`config.mk`:
```
export PLATFORM = sky130hd
export DESIGN_NAME = hold_pwr_ctrl
export DESIGN_NICKNAME = d
export VERILOG_FILES = /design/src/rtl/hpc_pkg.sv /design/src/rtl/hpc_sync.sv /design/src/rtl/hpc_settle.sv /design/src/rtl/hpc_fsm.sv /design/src/rtl/hold_pwr_ctrl.sv
export SDC_FILE = /design/constraint.sdc
export NUM_CORES = 1
export LEC_CHECK = 0
export BUFFER_PORTS_ARGS = -buffer_cell sky130_fd_sc_hd__buf_2
export CORE_MARGIN = 2
export CORE_UTILIZATION = 47
export DETAILED_ROUTE_END_ITERATION = 8
export PLACE_DENSITY = 0.75
export SLEW_MARGIN = 20
export SYNTH_ARGS = -nofsm -noshare
export SYNTH_HDL_FRONTEND = slang
export SYNTH_HIERARCHICAL = 1
export SYNTH_SLANG_ARGS = --single-unit
export TNS_END_PERCENT = 30
```
`constraint.sdc`:
```
create_clock -name clk_aon -period 2.1 [get_ports clk_aon]
set_input_delay 0.525 -clock clk_aon [delete_from_list [all_inputs] [get_ports clk_aon]]
set_output_delay 0.525 -clock clk_aon [all_outputs]
set_load 0.1 [all_outputs]
```
`src/rtl/hpc_pkg.sv`:
```
package hpc_pkg;
  typedef enum logic [1:0] {
    MODE_RUN      = 2'd0,
    MODE_STOP     = 2'd1,
    MODE_WAIT_OSC = 2'd2,
    MODE_WAIT_CPU = 2'd3
  } hpc_mode_e;
endpackage

```
`src/rtl/hpc_sync.sv`:
```
module hpc_sync #(
  parameter int STAGES = 2,
  parameter bit RST_VAL = 1'b1
) (
  input  logic clk,
  input  logic rst_n,
  input  logic d_async,
  output logic q
);
  logic [STAGES-1:0] chain_q;

  generate
    if (STAGES == 1) begin : g_one
      always_ff @(posedge clk or negedge rst_n) begin
        if (!rst_n) chain_q <= RST_VAL;
        else        chain_q <= d_async;
      end
    end else begin : g_many
      always_ff @(posedge clk or negedge rst_n) begin
        if (!rst_n) chain_q <= {STAGES{RST_VAL}};
        else        chain_q <= {chain_q[STAGES-2:0], d_async};
      end
    end
  endgenerate

  assign q = chain_q[STAGES-1];
endmodule

```
`src/rtl/hpc_settle.sv`:
```
module hpc_settle #(
  parameter int CW = 4
) (
  input  logic          clk,
  input  logic          rst_n,
  input  logic          load,
  input  logic [CW-1:0] load_val,
  output logic          busy
);
  logic [CW-1:0] cnt_q;

  always_ff @(posedge clk or negedge rst_n) begin
    if (!rst_n)            cnt_q <= '0;
    else if (load)         cnt_q <= load_val;
    else if (cnt_q != '0)  cnt_q <= cnt_q - 1'b1;
  end

  assign busy = (cnt_q != '0);

  // a non-zero load always opens a busy window on the next cycle
  a_r9_load_opens_window: assert property (@(posedge clk) disable iff (!rst_n)
    (load && load_val != '0) |=> busy);
endmodule

```
`src/rtl/hpc_fsm.sv`:
```
module hpc_fsm
  import hpc_pkg::*;
(
  input  logic      clk,
  input  logic      rst_n,
  input  logic      hold_s,
  input  logic      ckstp_stb,
  input  logic      wait_stb,
  input  logic      accept,
  input  logic      cfg_stop_forced,
  input  logic      cfg_wake_any,
  input  logic      cfg_wait_osc,
  output hpc_mode_e mode,
  output logic      stop_exit,
  output logic      wake_pulse
);
  hpc_mode_e mode_q, mode_n;
  logic      ref_q, ref_n;
  logic      exit_n;
  logic      stop_ok;
  logic      stop_rel;

  assign stop_ok  = cfg_stop_forced || !hold_s;
  assign stop_rel = cfg_wake_any ? (hold_s != ref_q) : hold_s;

  always_comb begin
    mode_n = mode_q;
    ref_n  = ref_q;
    exit_n = 1'b0;
    case (mode_q)
      MODE_RUN: begin
        if (accept) begin
          if (ckstp_stb && stop_ok) begin
            mode_n = MODE_STOP;
            ref_n  = hold_s;
          end else if (wait_stb) begin
            mode_n = cfg_wait_osc ? MODE_WAIT_OSC : MODE_WAIT_CPU;
            ref_n  = hold_s;
          end
        end
      end
      MODE_STOP: begin
        if (stop_rel) begin
          mode_n = MODE_RUN;
          exit_n = 1'b1;
        end
      end
      MODE_WAIT_OSC, MODE_WAIT_CPU: begin
        if (hold_s != ref_q) begin
          mode_n = MODE_RUN;
          exit_n = 1'b1;
        end
      end
      default: mode_n = MODE_RUN;
    endcase
  end

  always_ff @(posedge clk or negedge rst_n) begin
    if (!rst_n) begin
      mode_q     <= MODE_RUN;
      ref_q      <= 1'b1;
      wake_pulse <= 1'b0;
    end else begin
      mode_q     <= mode_n;
      ref_q      <= ref_n;
      wake_pulse <= exit_n;
    end
  end

  assign mode      = mode_q;
  assign stop_exit = exit_n && (mode_q == MODE_STOP);

  // the wake pulse lasts one cycle
  a_r8_wake_single: assert property (@(posedge clk) disable iff (!rst_n)
    wake_pulse |=> !wake_pulse);

  // the wake pulse appears only in the first run cycle after a halt
  a_r8_wake_on_exit: assert property (@(posedge clk) disable iff (!rst_n)
    wake_pulse |-> (mode_q == MODE_RUN && $past(mode_q) != MODE_RUN));

  // a conditional stop entry needs HOLD low
  a_r2_stop_needs_low: assert property (@(posedge clk) disable iff (!rst_n)
    ($past(mode_q) == MODE_RUN && mode_q == MODE_STOP && !$past(cfg_stop_forced))
      |-> !$past(hold_s));

  // no halt starts without a strobe
  a_r10_halt_needs_strobe: assert property (@(posedge clk) disable iff (!rst_n)
    ($past(mode_q) == MODE_RUN && mode_q != MODE_RUN)
      |-> $past(ckstp_stb || wait_stb));

  // a wait entry comes from the wait strobe
  a_r5_wait_from_strobe: assert property (@(posedge clk) disable iff (!rst_n)
    ($past(mode_q) == MODE_RUN && (mode_q == MODE_WAIT_OSC || mode_q == MODE_WAIT_CPU))
      |-> $past(wait_stb));
endmodule

```
`src/rtl/hold_pwr_ctrl.sv`:
```
module hold_pwr_ctrl
  import hpc_pkg::*;
#(
  parameter int SETTLE_W    = 4,
  parameter int SYNC_STAGES = 2
) (
  input  logic                clk_aon,
  input  logic                rst_n,
  input  logic                hold_pin,
  input  logic                ckstp_stb,
  input  logic                wait_stb,
  input  logic                cfg_stop_forced,
  input  logic                cfg_wake_any,
  input  logic                cfg_wait_osc,
  input  logic [SETTLE_W-1:0] cfg_settle,
  output logic                osc_en,
  output logic                cpu_clk_en,
  output logic                disp_force_low,
  output logic                cmos_force_low,
  output logic                od_release,
  output logic                wake_pulse,
  output logic [1:0]          mode
);
  logic      hold_s;
  logic      settling;
  logic      stop_exit;
  logic      accept;
  hpc_mode_e cur_mode;

  hpc_sync #(.STAGES(SYNC_STAGES), .RST_VAL(1'b1)) u_sync (
    .clk     (clk_aon),
    .rst_n   (rst_n),
    .d_async (hold_pin),
    .q       (hold_s)
  );

  hpc_settle #(.CW(SETTLE_W)) u_settle (
    .clk      (clk_aon),
    .rst_n    (rst_n),
    .load     (stop_exit),
    .load_val (cfg_settle),
    .busy     (settling)
  );

  hpc_fsm u_fsm (
    .clk             (clk_aon),
    .rst_n           (rst_n),
    .hold_s          (hold_s),
    .ckstp_stb       (ckstp_stb),
    .wait_stb        (wait_stb),
    .accept          (accept),
    .cfg_stop_forced (cfg_stop_forced),
    .cfg_wake_any    (cfg_wake_any),
    .cfg_wait_osc    (cfg_wait_osc),
    .mode            (cur_mode),
    .stop_exit       (stop_exit),
    .wake_pulse      (wake_pulse)
  );

  assign accept         = (cur_mode == MODE_RUN) && !settling;
  assign cpu_clk_en     = accept;
  assign osc_en         = (cur_mode != MODE_STOP);
  assign disp_force_low = (cur_mode == MODE_STOP) || (cur_mode == MODE_WAIT_OSC);
  assign cmos_force_low = (cur_mode == MODE_STOP);
  assign od_release     = (cur_mode == MODE_STOP);
  assign mode           = cur_mode;

  // the CPU clock stays off in the first run cycle after a stop with a non-zero settle time
  a_r9_settle_blocks_cpu: assert property (@(posedge clk_aon) disable iff (!rst_n)
    ($past(cur_mode) == MODE_STOP && cur_mode == MODE_RUN && $past(cfg_settle) != '0)
      |-> !cpu_clk_en);

  // a wait exit restores the CPU clock at once
  a_r9_wait_fast_cpu: assert property (@(posedge clk_aon) disable iff (!rst_n)
    (($past(cur_mode) == MODE_WAIT_OSC || $past(cur_mode) == MODE_WAIT_CPU)
      && cur_mode == MODE_RUN) |-> cpu_clk_en);
endmodule

```
==> results of run 1 <==
logic make-up (layout without fill, tap and decap cells):
group                    after synthesis  in the layout
AO/OA/AOI/OAI                         12             12
buffers and inverters                 10             38
AND/OR/NAND/NOR                       19             19
XOR/XNOR                               4              4
flip-flops                            10             10
adder cells (fa/ha/maj)                5              5
multiplexers                           2              2
critical path: stages (launching register included):
cell,delay (ns)
dfrtp_1,0.40
inv_2,0.08
ha_4,0.12
or3b_4,0.39
nor2b_4,0.15
buf_12,0.18
layout make-up:
cell class | instances | area [um2]
Multi-Input combinational cell | 42 | 333
Fill cell | 91 | 327
Sequential cell | 10 | 256
Timing Repair Buffer | 27 | 170
Clock buffer | 4 | 26.3
Inverter | 7 | 26.3
Tap cell | 14 | 17.5
how the worst max path moves through the flow:
| stage | startpoint | endpoint | slack, ns | depth (start not counted) |
|---|---|---|---|---|
| floorplan | u_settle/cnt_q[0] | u_fsm/ref_q | -0.34 | 7 |
| global placement | u_settle/cnt_q[0] | u_fsm/ref_q | 0.15 | 6 |
| detailed placement | u_settle/cnt_q[0] | u_fsm/ref_q | 0.10 | 6 |
| CTS | u_settle/cnt_q[0] | cpu_clk_en | 0.001 | 5 |
| global route | u_settle/cnt_q[0] | cpu_clk_en | -0.06 | 5 |
| finish | u_settle/cnt_q[0] | cpu_clk_en | 0.01 | 5 |
sequential cells by signal, summed over array words and instances (netlist names):
register	count
u_settle/cnt_q	4
u_fsm/ref_q	1
u_fsm/wake_pulse	1
u_fsm/mode	2
u_sync/chain_q	2
per-layer routing:
metal | global-route usage [%] | routed length (um) | up-vias
met5 | 0 | 0 | -
met4 | 5.17 | 16 | 0
met3 | 8.33 | 72 | 2
met2 | 37.9 | 647 | 17
met1 | 20.4 | 503 | 243
li1 | - | - | 261
metrics by stage:
step | setup TNS [ns] | utilization [%] | hold slack (ns) | cells
3_5_place_dp | 0 | 64.5 | 0.349 | 94
4_1_cts | 0 | 71.8 | 0.101 | 104
3_3_place_gp | 0 | 64.5 | 0.349 | 94
2_1_floorplan | -1.03 | - | 0.229 | 62
6_report | 0 | 71.8 | 0.103 | 104
5_1_grt | -0.0613 | 71.8 | 0.0964 | 104
cell usage after synthesis (2+ instances only):
library cell / count / area share [%]
a21oi_1: 4 / 3.3
dfrtp_1: 7 / 29
dfstp_2: 3 / 13
ha_1: 5 / 10
inv_1: 7 / 4.3
nand2_1: 5 / 3.1
nor2_1: 3 / 1.8
nor2b_1: 3 / 3.1
nor3_1: 2 / 1.6
o21ai_0: 4 / 3.3
xnor2_1: 3 / 4.3
repair_timing:
action                     4_1_cts  5_1_grt
pin swaps                        1        1
buffers inserted                 6        0
gates resized for setup          4        0
hold endpoints to repair         0        0
setup endpoints to repair        1        1
==> impl_results.md, run 1 <==
- Via density: 5.03
- Syn Inst Count: 62
- DP HPWL: 886 um
- Worst skew pair latency: 0.27 ns
- Clock tree sinks: 10
- Ys flop type: dfrtp_1
- Most common library cell in the layout ignoring fill and taps: buf_2
- XOR/XNOR Fraction of Synth Area: 5.75%
- Dpl ws: 0.101 ns
- Mapped cell area: 609 um2
- Fin crit period: 2.09 ns
- Actual slew at the worst max-slew pin: 0.486 ns
- Inserted Clock Buffers: 3
- I/O pins: 20
- Initial antenna violation count: 0
- R2R cell count: 6
- Die Y: 40.0 um
- Starting Density: 52.7%
- Clock Pin Slew Worst Setup and Hold Paths: 0.07 ns
- Max capacitance violation total: 0
- Synth unique cells: 27
- Worst r2r src: u_settle/cnt_q[0]
- Yosys reg bits: 10
- Clock Root Buffer: clkbuf_4
- WL/cell: 11.9 um
- Finished Cell Area: 830 um2
- CP endpoint kind: output port
- RR Endpoint: u_fsm/ref_q
- Fin. Hold Viols: 0
- Crit path launch type: flop
- Kind of critical path: reg -> out
- Initial DRC count: 2
- DIE WIDTH: 40.0 um
- Crit Path Max Fanout: 2
- Placement Cell Area: 746 um2
- R2R setup slack: 0.22 ns
- Status: completed
- Hold_buf cts: 0
- Area share of and/or/nand/nor cells after synthesis: 18.9%
- First-pass GRT wire length: 2040 um
- Main combinational cell family by area after synthesis: simple AND/OR/NAND/NOR gates
- Total die area: 1600 um2
- Diodes inserted: 0
- EDFF count, synth: 0
- Synth warnings: 6
- Pin count of the biggest net entering global routing: 11
- Clock Skew: 0.0145 ns
- Compound-Gate Fraction of Synth Area: 12.9%
- Drt pass-1 iters: 2
- Tot GR Track Use: 20.3%
- GPL Wtd Cong: 0.774
- Setup violators final: 0
- Hold crit path type: in -> async
- GRT overflow: 0
- Detail Route Antenna Nets: 0
- Port Buffers: 19
- FP Rows: 12
- Commonest cells after routing, fill and taps aside: buf_2 (18), buf_4 (8), inv_1 (5), nand2_1 (5), dfrtp_1 (5)
- Aggregate routed wire length: 1240 um
- Vias: 523
- CTS tree: built
- Slew HR: 67.8%
- Fin nets: 108
- Area Overhead vs Synth: 36.1%
- Async SR Flop Fraction: 100%
- Longest Clk Path Bufs: 2
- F_max: 479 MHz
- Register area share after synthesis: 41.7%
- H-tree Lvls: 1
- Vias in the first global route: 518
- CP Data Required Time: 1.57 ns
- Syn nets: 79
- Fin. max-slew vios: 0
- Core area: 1160 um2
- Post-synthesis adder-cell area fraction: 10.3%
- Mux contribution to synthesized area: 3.49%
- Critical Path AT: 1.56 ns
- Setup ws final: 0.0106 ns
- RSZ-0062 raised after global routing: true
- # DRC: 0
- Syn Area/Cell: 9.83 um2
- Period utilization: 99.5%
- Layout cells sized above 1: 50.0%
Power of run 1 is left out: the tool's default activity adds up to more than one toggle a clock period on the data nets, which glitch-free logic cannot reach.
==> inputs of run 2 (changes only) <==
--- a/config.mk
+++ b/config.mk
@@ -7,12 +7,11 @@
 export LEC_CHECK = 0
 export BUFFER_PORTS_ARGS = -buffer_cell sky130_fd_sc_hd__buf_2
 export CORE_MARGIN = 2
-export CORE_UTILIZATION = 47
+export CORE_UTILIZATION = 48
 export DETAILED_ROUTE_END_ITERATION = 8
 export PLACE_DENSITY = 0.75
 export SLEW_MARGIN = 20
 export SYNTH_ARGS = -nofsm -noshare
 export SYNTH_HDL_FRONTEND = slang
-export SYNTH_HIERARCHICAL = 1
 export SYNTH_SLANG_ARGS = --single-unit
 export TNS_END_PERCENT = 30
==> run 2 against run 1 <==
Net effect:
- final area up 4.4%
- critical endpoint unchanged
- highest routed layer unchanged
- first-iteration DRC count grew to 4.5 times the previous value
- clock skew down 0.0067 ns
- critical path type unchanged
- utilization fell by 5.2 points
==> impl_results.md, run 2 <==
- Period utilization: 96.2% (-3.3 points)
- Clock tree sinks: 10 (unchanged)
- Vias in the first global route: 487 (-6.0%)
- Slew HR: 67.9% (+0.12 points)
- CP endpoint kind: output port
- GRT overflow: 0 (unchanged)
- Fin. Hold Viols: 0 (unchanged)
- # DRC: 0 (unchanged)
- Synth warnings: 0 (-6)
- RR Endpoint: u_fsm.mode[0]
- Commonest cells after routing, fill and taps aside: buf_2 (17), inv_1 (6), ha_1 (5), dfrtp_1 (5)
- Starting Density: 50.8% (-1.9 points)
- Syn nets: 84 (+6.3%)
- Syn Area/Cell: 10.2 um2 (+3.4%)
- Buf/Inv on CP: 3 (+1)
- Yosys reg bits: 10 (unchanged)
- Synth unique cells: 28 (+3.7%)
- Crit path largest cell delay: 0.39 ns (about the same)
- Drt pass-1 iters: 3 (+1)
- Max reg flops: 4 (unchanged)
- FP Rows: 13 (+1)
- DIE WIDTH: 41.1 um (+2.7%)
- Layout cells sized above 1: 48.9% (-1.1 points)
- Final hold slack: 0.101 ns (-0.00225 ns)
- Inserted Clock Buffers: 3 (unchanged)
- Mux contribution to synthesized area: 10.6% (+7.1 points)
- Longest Clk Path Bufs: 2 (unchanged)
- Clock Pin Slew Worst Setup and Hold Paths: 0.07 ns (about the same)
- Area Overhead vs Synth: 31.1%
- Register area share after synthesis: 38.4% (-3.2 points)
- Port Buffers: 19 (unchanged)
- Hold crit path type: in -> async
- Compound-Gate Fraction of Synth Area: 12.7% (-0.25 points)
- First-pass GRT wire length: 1900 um (-7.1%)
- Worst skew pair latency: 0.27 ns (about the same)
- R2R cell count: 7 (+1)
- I/O pins: 20 (unchanged)
- Worst r2r src: u_settle.cnt_q[0]
- Crit Path Max Fanout: 3 (+1)
- Post-route insts no fill: 103 (-0.96%)
- Crit-path cells: inv_1 -> ha_1 -> nor3b_4 -> nand2_2 -> inv_2 -> buf_12
- DP HPWL: 928 um (+4.7%)
- Clock Skew: 0.00788 ns (-0.00667 ns)
- XOR/XNOR Fraction of Synth Area: 3.98% (-1.8 points)
- R2R setup slack: 0.16 ns (-0.06 ns)
- Fin nets: 108 (unchanged)
- Initial DRC count: 9 (+7)
- Placed instance count: 97 (+3.2%)
- Mapped cell area: 661 um2 (+8.4%)
- Crit path launch type: flop
- CP Data Required Time: 1.57 ns (about the same)
- Ys flop type: dfrtp_1
- Total die area: 1690 um2 (+5.5%)
- Setup violators final: 0 (unchanged)
- Top-area cell type share of the netlist area: 26.5% (-2.2 points)
- Main combinational cell family by area after synthesis: simple AND/OR/NAND/NOR gates
- Most frequent cells after synthesis: inv_1 (9), dfrtp_1 (7), ha_1 (7)
- Critical-path top delay cell: dfrtp_1
- Count leader, synth: inv_1
- Clock Root Buffer: clkbuf_4
- Kind of critical path: reg -> out
- Reg with most FFs: u_settle.cnt_q
- Pin count of the biggest net entering global routing: 11 (unchanged)
- Async SR Flop Fraction: 100% (unchanged)
- Placement Cell Area: 807 um2 (+8.2%)
- H-tree Lvls: 1 (unchanged)
- Post-synthesis adder-cell area fraction: 13.3% (+3.0 points)
- Setup TNS: 0 ns (unchanged)
- Area leader, netlist: dfrtp_1
- Initial antenna violation count: 0 (unchanged)
- Aggregate routed wire length: 1260 um (+1.4%)
- Max capacitance violation total: 0 (unchanged)
- Tot GR Track Use: 18.5% (-1.8 points)
- Diodes inserted: 0 (unchanged)
- Fill count: 116 (+27%)
- Area share of and/or/nand/nor cells after synthesis: 14.0% (-4.9 points)
- WL/cell: 12.2 um (+2.4%)
- Status: completed
- Core area: 1300 um2 (+13%)
- Critical Path AT: 1.50 ns (-0.06 ns)
- Most common library cell in the layout ignoring fill and taps: buf_2
- Actual slew at the worst max-slew pin: 0.484 ns (-0.00177 ns)
- CTS tree: built
- F_max: 495 MHz (+3.4%)
- GPL Wtd Cong: 0.787 (+1.8%)
- Syn Inst Count: 65 (+4.8%)
- Top Family by Delay on Critical Path: flip-flops
- Die Y: 41.1 um (+2.7%)
- Detail Route Antenna Nets: 0 (unchanged)
- EDFF count, synth: 0 (unchanged)
- Fin crit period: 2.02 ns (-0.0686 ns)
- Top cells by area, synth: dfrtp_1 (27%), ha_1 (13%), dfstp_2 (12%)
- Vias: 528 (+0.96%)
- Fin. max-slew vios: 0 (unchanged)
- Finished Cell Area: 866 um2 (+4.4%)
- Via density: 5.13 (+1.9%)
==> run 2: cell count changes in the layout (fill, tap and decap cells not counted), moves of 3 or more <==
| cell | delta |
|---|---|
| o21ai_0 | -3 |
| mux2_2 | +3 |
| buf_4 | -6 |
| ha_1 | +3 |
| nor2b_1 | -3 |
==> run 2: how the worst max path moves through the flow <==
stage | startpoint | to | slack [ns] | cells after the start
floorplan | u_fsm.mode[1] | u_fsm.mode[0] | -0.38 | 6
global route | u_settle.cnt_q[0] | cpu_clk_en | -0.009 | 6
CTS | u_settle.cnt_q[0] | cpu_clk_en | 0.03 | 6
finish | u_settle.cnt_q[0] | cpu_clk_en | 0.08 | 6
detailed placement | u_settle.cnt_q[0] | cpu_clk_en | 0.21 | 6
global placement | u_settle.cnt_q[0] | cpu_clk_en | 0.24 | 6
==> run 2: worst reg2reg max path, delay by kind of cell, from the launching register on <==
family	cells	cell delay (ns)
AOI/OAI and AO/OA	2	0.44
muxes	1	0.31
adders and majority gates	1	0.18
and+or+nand+nor	1	0.23
DFF	1	0.39
buffers and inverters	2	0.27
==> run 2: area by class of cell <==
| cell class | instances | area [um2] | share of cell area (%) |
|---|---|---|---|
| Inverter | 9 | 40.0 | 4.62 |
| Timing Repair Buffer | 21 | 128 | 14.7 |
| Sequential cell | 10 | 262 | 30.2 |
| Clock buffer | 4 | 26.3 | 3.03 |
| Multi-Input combinational cell | 44 | 392 | 45.2 |
| Tap cell | 15 | 18.8 | 2.17 |
==> run 2: cells by family after synthesis <==
kind of cell             count (synthesis)
AND/OR/NAND/NOR                         16
AO/OA/AOI/OAI                           12
buffers and inverters                   11
flip-flops                              10
adder cells (fa/ha/maj)                  7
multiplexers                             6
XOR/XNOR                                 3
==> run 2: repair_timing <==
| action | CTS | global route |
|---|---|---|
| pin swaps | 0 | 1 |
| gates resized for setup | 1 | 4 |
| hold buffers | 0 | 0 |
| setup endpoints to repair | 1 | 1 |
| buffers inserted | 1 | 1 |
==> run 2: routing by layer <==
| layer | GRT usage, % | vias to the layer above | wire [um] |
|---|---|---|---|
| met3 | 8.15 | 2 | 57 |
| li1 | - | 264 | - |
| met5 | 0 | - | 0 |
| met1 | 16.1 | 249 | 501 |
| met4 | 9.68 | 0 | 10 |
| met2 | 34.8 | 13 | 687 |
==> run 2: per-stage QoR <==
| stage | setup WS, ns | utilization [%] |
|---|---|---|
| 6_report | 0.0792 | 66.5 |
| 5_1_grt | -0.00918 | 66.5 |
| 2_1_floorplan | -0.383 | - |
| 3_3_place_gp | 0.236 | 62.0 |
| 3_5_place_dp | 0.206 | 62.0 |
| 4_1_cts | 0.0313 | 64.8 |
Power of run 2 is left out for the same reason.
==> inputs of run 3 (changes only) <==
--- a/config.mk
+++ b/config.mk
@@ -7,9 +7,10 @@
 export LEC_CHECK = 0
 export BUFFER_PORTS_ARGS = -buffer_cell sky130_fd_sc_hd__buf_2
 export CORE_MARGIN = 2
-export CORE_UTILIZATION = 48
+export CORE_UTILIZATION = 44
 export DETAILED_ROUTE_END_ITERATION = 8
-export PLACE_DENSITY = 0.75
+export PLACE_DENSITY = 0.73
+export RECOVER_POWER = 50
 export SLEW_MARGIN = 20
 export SYNTH_ARGS = -nofsm -noshare
 export SYNTH_HDL_FRONTEND = slang
==> constraint.sdc (replaced) <==
create_clock -name clk_aon -period 1.8 [get_ports clk_aon]
set_input_delay 0.45 -clock clk_aon [delete_from_list [all_inputs] [get_ports clk_aon]]
set_output_delay 0.45 -clock clk_aon [all_outputs]
set_load 0.1 [all_outputs]
==> run 3 against run 2 <==
Net effect:
- the run now ends with negative setup slack left
- final area rose by 17%
- flip-flop and latch count is the same
- via count up 11%
- global-route usage is 1.3 points higher
- non-clock buffer count rose by 8
- die area up 8.2%
- first-iteration DRC count increased by 78%
- hold slack gained 0.017 ns
- worst setup slack got worse by 0.18 ns
- critical path depth unchanged
- utilization is 8.8 points higher
- sequential share of layout area is 4.5 points lower
==> impl_results.md, run 3 (same netlist as run 2, synthesis figures left out) <==
- Diodes inserted: 0 (unchanged)
- Max reg flops: 4 (unchanged)
- GPL Wtd Cong: 0.742 (-5.7%)
- Clock Pin Slew Worst Setup and Hold Paths: 0.07 ns (about the same)
- Setup violators final: 3 (+3)
- Commonest cells after routing, fill and taps aside: buf_2 (13), buf_4 (10), buf_12 (5), dfrtp_1 (5)
- FP Rows: 13 (unchanged)
- Kind of critical path: reg -> out
- Critical Path AT: 1.45 ns (-0.05 ns)
- DIE WIDTH: 42.8 um (+4.0%)
- Reg with most FFs: u_settle.cnt_q
- Die Y: 42.8 um (+4.0%)
- Slew HR: 64.8% (-3.1 points)
- Actual slew at the worst max-slew pin: 0.527 ns (+0.0433 ns)
- Starting Density: 48.9% (-1.8 points)
- Core area: 1350 um2 (+3.7%)
- Max capacitance violation total: 0 (unchanged)
- Worst skew pair latency: 0.27 ns (about the same)
- Vias in the first global route: 591 (+21%)
- Clock tree sinks: 10 (unchanged)
- CTS tree: built
- Status: finished with violations
- Layout cells sized above 1: 59.4% (+11 points)
- RSZ-0062 raised after global routing: true
- Longest Clk Path Bufs: 2 (unchanged)
- GRT overflow: 0 (unchanged)
- Final hold slack: 0.118 ns (+0.0166 ns)
- Fin. Hold Viols: 0 (unchanged)
- F_max: 527 MHz
- Via density: 5.30 (+3.3%)
- Fin. max-slew vios: 0 (unchanged)
- DP HPWL: 1080 um (+16%)
- Total die area: 1830 um2 (+8.2%)
- Setup ws final: -0.0959 ns (-0.175 ns)
- Period utilization: 105%
- Post-route insts no fill: 111 (+7.8%)
- Drt pass-1 iters: 4 (+1)
- Initial antenna violation count: 0 (unchanged)
- Fin nets: 116 (+7.4%)
- Port Buffers: 19 (unchanged)
- Crit path launch type: flop
- Detail Route Antenna Nets: 0 (unchanged)
- First-pass GRT wire length: 2610 um (+37%)
- Setup TNS: -0.226 ns (-0.226 ns)
- Most common library cell in the layout ignoring fill and taps: buf_2
- Clock Skew: 0.0119 ns (+0.00407 ns)
- Tot GR Track Use: 19.8% (+1.3 points)
- CP Data Required Time: 1.35 ns (-0.22 ns)
- Placed instance count: 100 (+3.1%)
- I/O pins: 20 (unchanged)
- Failing checks: negative setup slack
- Vias: 588 (+11%)
- Hold crit path type: in -> async
- Fill count: 97 (-16%)
- Util after Layout: 75.3% (+8.8 points)
- Fin crit period: 1.90 ns
- Aggregate routed wire length: 1460 um (+16%)
- Pin count of the biggest net entering global routing: 11 (unchanged)
- Clock Root Buffer: clkbuf_4
- WL/cell: 13.2 um (+7.8%)
- Crit Path Max Fanout: 2 (-1)
- # DRC: 0 (unchanged)
- Initial DRC count: 16 (+7)
- H-tree Lvls: 1 (unchanged)
- Area Overhead vs Synth: 54.0%
- Inserted Clock Buffers: 3 (unchanged)
- CP endpoint kind: output port
==> run 3: stage by stage <==
stage / setup WS [ns] / instance area (um2)
2_1_floorplan: -0.683 / 691
3_3_place_gp: 0.0440 / 890
3_5_place_dp: -0.000424 / 890
4_1_cts: -0.0841 / 1010
5_1_grt: -0.182 / 1020
6_report: -0.0959 / 1020
==> run 3: layout make-up <==
cell class	instances	area (um2)	share of cell area, %
inverters	9	42.5	4.18
multi-input cells	44	414	40.7
flip-flops and latches	10	262	25.7
repair buffers	29	244	24.0
clock buffers	4	36.3	3.57
well taps	15	18.8	1.85
==> run 3: final timing paths <==
| check | cells past startpoint | slack, ns | endpoint | startpoint |
|---|---|---|---|---|
| min in group clk_aon | 1 | 0.28 | u_sync.chain_q[0] | hold_pin |
| min reg2reg | 0 | 0.36 | u_sync.chain_q[1] | u_sync.chain_q[0] |
| max reg2reg | 7 | -0.05 | u_fsm.mode[0] | u_settle.cnt_q[0] |
| max | 6 | -0.1 | cpu_clk_en | u_settle.cnt_q[0] |
| max in group asynchronous | 1 | 1.27 | u_fsm.mode[1] | rst_n |
| min | 1 | 0.12 | u_fsm.mode[0] | rst_n |
==> run 3: layer usage <==
layer / vias up / global-route usage (%) / wire (um)
met5: - / 0 / 0
met1: 279 / 18.8 / 515
li1: 285 / - / -
met2: 24 / 36.4 / 856
met4: 0 / 7.50 / 0
met3: 0 / 8.94 / 88
==> run 3: worst max-delay path, stage by stage (launching register included) <==
cell and delay, ns:
dfrtp_1 0.39, inv_2 0.09, ha_4 0.14, nor3b_4 0.22, nand2_2 0.09, inv_2 0.07, buf_12 0.16
==> run 3: timing repair <==
action,in CTS,in global routing
setup endpoints to repair,6,8
pin swaps,3,3
buffers inserted,6,2
hold buffers,0,0
gates resized for setup,12,1
Power of run 3 is left out for the same reason.
